<file path="config.mk">
export PLATFORM = sky130hd
export DESIGN_NAME = async_mem_ctrl
export DESIGN_NICKNAME = d
export VERILOG_FILES = /design/src/rtl/amc_pkg.sv /design/src/rtl/amc_regfile.sv /design/src/rtl/amc_decode.sv /design/src/rtl/amc_seq.sv /design/src/rtl/async_mem_ctrl.sv
export SDC_FILE = /design/constraint.sdc
export NUM_CORES = 1
export LEC_CHECK = 0
export BUFFER_PORTS_ARGS = -buffer_cell sky130_fd_sc_hd__buf_2
export CAP_MARGIN = 10
export CORE_MARGIN = 1.5
export CORE_UTILIZATION = 54
export DETAILED_ROUTE_END_ITERATION = 7
export GPL_TIMING_DRIVEN = 1
export PLACE_DENSITY = 0.85
export SLEW_MARGIN = 40
export SYNTH_ARGS = -nofsm -noshare
export SYNTH_HDL_FRONTEND = slang
export SYNTH_SLANG_ARGS = --single-unit
</file>
<file path="constraint.sdc">
create_clock -name clk -period 3.73 [get_ports clk]
set_input_delay 0.9325 -clock clk [delete_from_list [all_inputs] [get_ports clk]]
set_output_delay 0.9325 -clock clk [all_outputs]
set_load 0.03 [all_outputs]
</file>
<file path="src/rtl/amc_pkg.sv">
package amc_pkg;

    localparam int NUM_SPACES = 4;
    localparam int SP_W       = $clog2(NUM_SPACES);
    localparam int SETUP_W    = 4;
    localparam int STROBE_W   = 6;
    localparam int HOLD_W     = 3;
    localparam int TYPE_W     = 4;
    localparam int CNT_W      = STROBE_W;
    localparam int CFG_W      = 32;

    localparam logic [TYPE_W-1:0] TYPE_ASYNC32 = 4'b0010;

    typedef enum logic [1:0] {
        PH_IDLE,
        PH_SETUP,
        PH_STROBE,
        PH_HOLD
    } phase_e;

    typedef struct packed {
        logic [SETUP_W-1:0]  setup;
        logic [STROBE_W-1:0] strobe;
        logic [HOLD_W-1:0]   hold;
    } timing_t;

    typedef struct packed {
        timing_t             wr;
        timing_t             rd;
        logic [TYPE_W-1:0]   mtype;
    } space_cfg_t;

    // Split a packed control word into its timing fields.
    function automatic space_cfg_t unpack_cfg(input logic [CFG_W-1:0] w);
        space_cfg_t c;
        c.wr.setup  = w[31:28];
        c.wr.strobe = w[27:22];
        c.wr.hold   = {1'b0, w[21:20]};
        c.rd.setup  = w[19:16];
        c.rd.strobe = w[13:8];
        c.mtype     = w[7:4];
        c.rd.hold   = w[2:0];
        return c;
    endfunction

    // Counter start value for a phase; a zero field still lasts one cycle.
    function automatic logic [CNT_W-1:0] load_count(input logic [CNT_W-1:0] f);
        return (f == '0) ? '0 : f - 1'b1;
    endfunction

    // Register byte offset of each space's control word.
    function automatic logic [7:0] space_offset(input int idx);
        case (idx)
            0:       return 8'h08;
            1:       return 8'h04;
            2:       return 8'h10;
            default: return 8'h14;
        endcase
    endfunction

endpackage

</file>
<file path="src/rtl/amc_regfile.sv">
module amc_regfile
    import amc_pkg::*;
#(
    parameter int CFG_AW = 5,
    parameter logic [CFG_W-1:0] RESET_WORD = '0
) (
    input  logic                            clk,
    input  logic                            rst,
    input  logic                            wr_en,
    input  logic [CFG_AW-1:0]               addr,
    input  logic [CFG_W-1:0]                wdata,
    output logic [CFG_W-1:0]                rdata,
    output logic [NUM_SPACES-1:0][CFG_W-1:0] space_words
);

    localparam logic [CFG_AW-1:0] GLOBAL_OFS = '0;

    logic [CFG_W-1:0] global_word;

    always_ff @(posedge clk) begin
        if (rst)
            global_word <= RESET_WORD;
        else if (wr_en && addr == GLOBAL_OFS)
            global_word <= wdata;
    end

    for (genvar i = 0; i < NUM_SPACES; i++) begin : g_space
        localparam logic [CFG_AW-1:0] OFS = CFG_AW'(space_offset(i));
        always_ff @(posedge clk) begin
            if (rst)
                space_words[i] <= RESET_WORD;
            else if (wr_en && addr == OFS)
                space_words[i] <= wdata;
        end
    end

    always_comb begin
        rdata = '0;
        if (addr == GLOBAL_OFS)
            rdata = global_word;
        for (int i = 0; i < NUM_SPACES; i++) begin
            if (addr == CFG_AW'(space_offset(i)))
                rdata = space_words[i];
        end
    end

endmodule

</file>
<file path="src/rtl/amc_decode.sv">
module amc_decode
    import amc_pkg::*;
#(
    parameter int ADDR_W = 32,
    parameter logic [3:0] BASE_NIB = 4'h8
) (
    input  logic [ADDR_W-1:0] addr,
    output logic              hit,
    output logic [SP_W-1:0]   idx
);

    logic [3:0] rel;

    // Values below the base wrap around to a large number and miss.
    assign rel = addr[ADDR_W-1 -: 4] - BASE_NIB;
    assign hit = (rel < 4'(NUM_SPACES));
    assign idx = rel[SP_W-1:0];

endmodule

</file>
<file path="src/rtl/amc_seq.sv">
module amc_seq
    import amc_pkg::*;
#(
    parameter int DATA_W = 32,
    parameter int EAW    = 26
) (
    input  logic                  clk,
    input  logic                  rst,
    input  logic                  start,
    input  logic                  go,
    input  logic                  we,
    input  logic [SP_W-1:0]       space,
    input  timing_t               tim,
    input  logic [EAW-1:0]        waddr,
    input  logic [DATA_W-1:0]     wdata,
    output logic                  idle,
    output logic                  rsp_valid,
    output logic [DATA_W-1:0]     rsp_rdata,
    output logic [NUM_SPACES-1:0] ce_n,
    output logic                  oe_n,
    output logic                  we_n,
    output logic [EAW-1:0]        ext_addr,
    output logic [DATA_W-1:0]     ext_dout,
    output logic                  dout_en,
    input  logic [DATA_W-1:0]     ext_din
);

    phase_e           phase;
    logic [CNT_W-1:0] cnt;
    timing_t          tim_q;
    logic             we_q;
    logic [SP_W-1:0]  space_q;
    logic             last;
    logic             active;

    assign last   = (cnt == '0);
    assign active = (phase != PH_IDLE);

    always_ff @(posedge clk) begin
        if (rst) begin
            phase     <= PH_IDLE;
            cnt       <= '0;
            tim_q     <= '0;
            we_q      <= 1'b0;
            space_q   <= '0;
            ext_addr  <= '0;
            ext_dout  <= '0;
            rsp_valid <= 1'b0;
            rsp_rdata <= '0;
        end else begin
            rsp_valid <= 1'b0;
            case (phase)
                PH_IDLE: begin
                    if (start) begin
                        rsp_rdata <= '0;
                        if (go) begin
                            phase    <= PH_SETUP;
                            cnt      <= load_count(CNT_W'(tim.setup));
                            tim_q    <= tim;
                            we_q     <= we;
                            space_q  <= space;
                            ext_addr <= waddr;
                            ext_dout <= wdata;
                        end else begin
                            rsp_valid <= 1'b1;
                        end
                    end
                end
                PH_SETUP: begin
                    if (last) begin
                        phase <= PH_STROBE;
                        cnt   <= load_count(tim_q.strobe);
                    end else begin
                        cnt <= cnt - 1'b1;
                    end
                end
                PH_STROBE: begin
                    if (last) begin
                        phase <= PH_HOLD;
                        cnt   <= load_count(CNT_W'(tim_q.hold));
                        if (!we_q)
                            rsp_rdata <= ext_din;
                    end else begin
                        cnt <= cnt - 1'b1;
                    end
                end
                default: begin
                    if (last) begin
                        phase     <= PH_IDLE;
                        rsp_valid <= 1'b1;
                    end else begin
                        cnt <= cnt - 1'b1;
                    end
                end
            endcase
        end
    end

    for (genvar i = 0; i < NUM_SPACES; i++) begin : g_ce
        assign ce_n[i] = !(active && space_q == SP_W'(i));
    end

    assign idle    = !active;
    assign oe_n    = !(phase == PH_STROBE && !we_q);
    assign we_n    = !(phase == PH_STROBE && we_q);
    assign dout_en = active && we_q;

endmodule

</file>
<file path="src/rtl/async_mem_ctrl.sv">
module async_mem_ctrl
    import amc_pkg::*;
#(
    parameter int ADDR_W = 32,
    parameter int DATA_W = 32,
    parameter int CFG_AW = 5
) (
    input  logic                  clk,
    input  logic                  rst,
    input  logic                  cfg_we,
    input  logic [CFG_AW-1:0]     cfg_addr,
    input  logic [CFG_W-1:0]      cfg_wdata,
    output logic [CFG_W-1:0]      cfg_rdata,
    input  logic                  req_valid,
    output logic                  req_ready,
    input  logic                  req_we,
    input  logic [ADDR_W-1:0]     req_addr,
    input  logic [DATA_W-1:0]     req_wdata,
    output logic                  rsp_valid,
    output logic [DATA_W-1:0]     rsp_rdata,
    output logic [NUM_SPACES-1:0] ext_ce_n,
    output logic                  ext_oe_n,
    output logic                  ext_we_n,
    output logic [ADDR_W-7:0]     ext_addr,
    output logic [DATA_W-1:0]     ext_dout,
    output logic                  ext_dout_en,
    input  logic [DATA_W-1:0]     ext_din
);

    localparam int EAW = ADDR_W - 6;

    logic [NUM_SPACES-1:0][CFG_W-1:0] space_words;
    logic                             hit;
    logic [SP_W-1:0]                  idx;
    space_cfg_t                       cfg_sel;
    timing_t                          tim_sel;
    logic                             start;
    logic                             go;
    logic                             unused_bits;

    amc_regfile #(.CFG_AW(CFG_AW)) u_regs (
        .clk         (clk),
        .rst         (rst),
        .wr_en       (cfg_we),
        .addr        (cfg_addr),
        .wdata       (cfg_wdata),
        .rdata       (cfg_rdata),
        .space_words (space_words)
    );

    amc_decode #(.ADDR_W(ADDR_W)) u_dec (
        .addr (req_addr),
        .hit  (hit),
        .idx  (idx)
    );

    assign cfg_sel = unpack_cfg(space_words[idx]);
    assign tim_sel = req_we ? cfg_sel.wr : cfg_sel.rd;
    assign start   = req_valid && req_ready;
    assign go      = hit && (cfg_sel.mtype == TYPE_ASYNC32);

    assign unused_bits = ^{req_addr[1:0], space_words[idx][15:14], space_words[idx][3]};

    amc_seq #(.DATA_W(DATA_W), .EAW(EAW)) u_seq (
        .clk       (clk),
        .rst       (rst),
        .start     (start),
        .go        (go),
        .we        (req_we),
        .space     (idx),
        .tim       (tim_sel),
        .waddr     (req_addr[EAW+1:2]),
        .wdata     (req_wdata),
        .idle      (req_ready),
        .rsp_valid (rsp_valid),
        .rsp_rdata (rsp_rdata),
        .ce_n      (ext_ce_n),
        .oe_n      (ext_oe_n),
        .we_n      (ext_we_n),
        .ext_addr  (ext_addr),
        .ext_dout  (ext_dout),
        .dout_en   (ext_dout_en),
        .ext_din   (ext_din)
    );

endmodule

</file>
==> impl_metrics.csv <==
group,metric,value,unit
routing,wl_per_cell,17.4,µm
clock_tree,cts_made_buffers,28,
clock_tree,post_cts_buffers,0,
floorplanning,rows,54,
timing,maxSlewHeadroom,45.1,%
routing,ant_nets,0,
cells_and_area,seq_area,5430,µm²
cells_and_area,drive_above_1_share,21.7,%
synthesis,synth_ff_type,"dfxtp_1",
power_and_ir_drop,ir_drop,0.322,mV
global_route,grt_pass1_wl,56900,µm
setup_path,crit_fanout,10,
floorplanning,die_w,152,µm
timing,setup_tns,0,ns
synthesis,synth_area,12000,µm²
power_and_ir_drop,p_leak,0.00570,µW
clock_tree,cts_resized,0,
clock_tree,root_buffer,"clkbuf_16",
timing,hold_viol_final,0,
clock_tree,htree_levels,1,
setup_path,cp-start-kind,"input pin",
place,place_congestion,0.881,
clock_tree,insertion_delay,0.56,ns
run_status,status,"complete, no violations",
power_and_ir_drop,p_per_area,460,nW/µm²
synthesis,yosysUniqueCellTypes,56,
clock_tree,cts_tree,"built",
clock_tree,clockBufferDepth,3,
global_route,grt_antenna_before_repair,5,
global_route,grt-ovfl-total,0,
synthesis,syn_avg_cell_area,7.80,µm²
synthesis,synth_top_area_share,45.1,%
place,portBuffers,266,
clock_tree,clkSinkCount,271,
timing,setup_slack,0.0229,ns
flow_run,maxCapViolCount,0,
cells_and_area,syn_to_final_growth,20.7,%
setup_path,cp.required,2.80,ns
synthesis,synth_most_common_cell,"nand2_1",
synthesis,synth_edf_count,0,
clock_tree,clk_pin_slew_worst_paths,0.06,ns
routing,drc,0,
synthesis,ys_seq_area_share,45.1,%
timing,clock_skew,0.0340,ns
timing,layout_min_cycle_time,3.71,ns
place,dp_hpwl,23400,µm
setup_path,cp_cell_sequence,"buf_2 -> nor3_1 -> and2_1 -> nand2_1 -> buf_12 -> nor2_1 -> a21oi_1 -> buf_2",
floorplanning,pin_count,269,
routing,viasPerCell,5.86,
setup_path,criticalPathCategory,"input pin to primary output",
synthesis,yosys.area.top_type,"dfxtp_1",
timing,fmax,0.270,GHz
floorplanning,dieArea,23200,µm²
routing,drt_iter0_markers,1339,
synthesis,synth.area.top_cells,"dfxtp_1 45%, nand2_1 15%, a21oi_1 12%",
setup_path,slowest_delay,0.39,ns
cells_and_area,nFillCells,1759,
timing,tightest_slew,0.824,ns
setup_path,cpMaxStageDelayCell,"nor3_1",
global_route,globalRouteTotalUtil,29.7,%
routing,drtPass1Iterations,6,
global_route,grt_max_degree,103,
timing,rsz0062_at_grt,"no",
synthesis,synthArstFlopShare,0,%
cells_and_area,final_util,66.5,%
synthesis,yosys-top-cells-count,"478 x nand2_1, 283 x a21oi_1, 271 x dfxtp_1",
synthesis,synthCells,1541,
setup_path,cp_common_cell,"buf_2",
setup_path,worstSetupEndpointType,"primary output",
routing,vias,12000,
synthesis,yosysWarnings,0,
timing,finalCritPeriodShare,99.4,%
clock_tree,holdBufCountCts,0,
global_route,grt_pass1_vias,11300,
floorplanning,fp.dieH,152,µm
cells_and_area,final_nets,1902,
timing,setup-violations-final,0,
synthesis,synth_nets,1689,
floorplanning,initial_utilization,55.1,%
place,pre_cts_ws,0.204,ns
routing,wl,35800,µm
synthesis,ys_ff_latch,271,
hold_path,hp-class,"register to register",
floorplanning,coreArea,21800,µm²
timing,slew_viol_final,0,
setup_path,worstPathArrival,2.77,ns
cells_and_area,multi_input_area,6050,µm²
-- critical path: cells and delay by family --
| family | cells | cell delay [ns] |
|---|---|---|
| buf+inv | 3 | 0.58 |
| compound gates | 1 | 0.14 |
| simple gates | 4 | 1.12 |
-- registers in the layout, indices dropped and copies added, names as in the netlist --
name and flops:
u_regs.global_word 32, u_regs.space_words 128, u_seq.cnt 6, u_seq.ext_addr 26
u_seq.ext_dout 32, u_seq.phase 2, u_seq.rsp_rdata 32, u_seq.rsp_valid 1
u_seq.space_q 2, u_seq.tim_q 9, u_seq.we_q 1
-- metrics by stage --
stage	total power [µW]	hold WS [ns]	cell area, µm²	cells
2_1_floorplan	3780	0.433	12000	1541
3_3_place_gp	4060	0.439	13600	2004
3_5_place_dp	4080	0.443	13600	2004
4_1_cts	6690	0.451	14500	2051
5_1_grt	6910	0.466	14500	2053
6_report	6670	0.448	14500	2054
-- layer usage --
layer,part of all wire [%],global-route usage [%],vias to the layer above
met3,10,6.23,130
met2,48,49.8,726
met5,0.075,0,-
met1,38,36.4,5541
li1,-,-,5630
met4,3.9,14.4,4
-- cell families after synthesis --
group                    after synthesis  synth area share (%)
AND/OR/NAND/NOR                      640                  21.2
AO/OA/AOI/OAI                        402                  19.0
flip-flops                           271                  45.1
buffers and inverters                139                  4.68
multiplexers                          76                  8.74
adder cells (fa/ha/maj)               10                  1.04
XOR/XNOR                               3                 0.219
-- worst paths after layout --
kind / startpoint / to / slack (ns) / depth (start not counted)
worst max-delay path: cfg_addr[1] / cfg_rdata[25] / 0.02 / 8
worst min-delay path: u_seq.ext_dout[10] / u_seq.ext_dout[10] / 0.45 / 2
worst max register to register: u_seq.cnt[0] / u_seq.rsp_rdata[18] / 1.05 / 9
worst min register to register: u_seq.ext_dout[10] / u_seq.ext_dout[10] / 0.45 / 2
-- power by group --
part           switching [µW]  internal (µW)  total, µW
clock                    1110           1510       2620
sequential               49.4           2950       3000
combinational             691            348       1040
-- layout make-up --
cell class / count / share of cell area, %
inverters: 18 / 0.466
flip-flops and latches: 271 / 37.4
well taps: 280 / 2.41
multi-input cells: 1131 / 41.7
clock inverters: 3 / 0.181
repair buffers: 304 / 12.1
diodes: 3 / 0.0517
clock buffers: 44 / 5.73
-- layout by cell type (no fill, tap or decap), types with 5 or more instances in the layout --
master       n
buf_2      265
nand2_1    478
a22oi_1     34
mux2i_1     52
nor2_1     106
clkbuf_1     9
o31ai_1      5
a211oi_1     9
dfxtp_1    271
inv_1       18
clkbuf_16   28
o21ai_0     43
buf_12      10
ha_1        10
a21oi_1    283
clkbuf_8     8
nor3_1       6
mux4_2      23
nand2b_1     5
buf_4       28
nand3_1      8
Power figures use the tool's default switching activity.
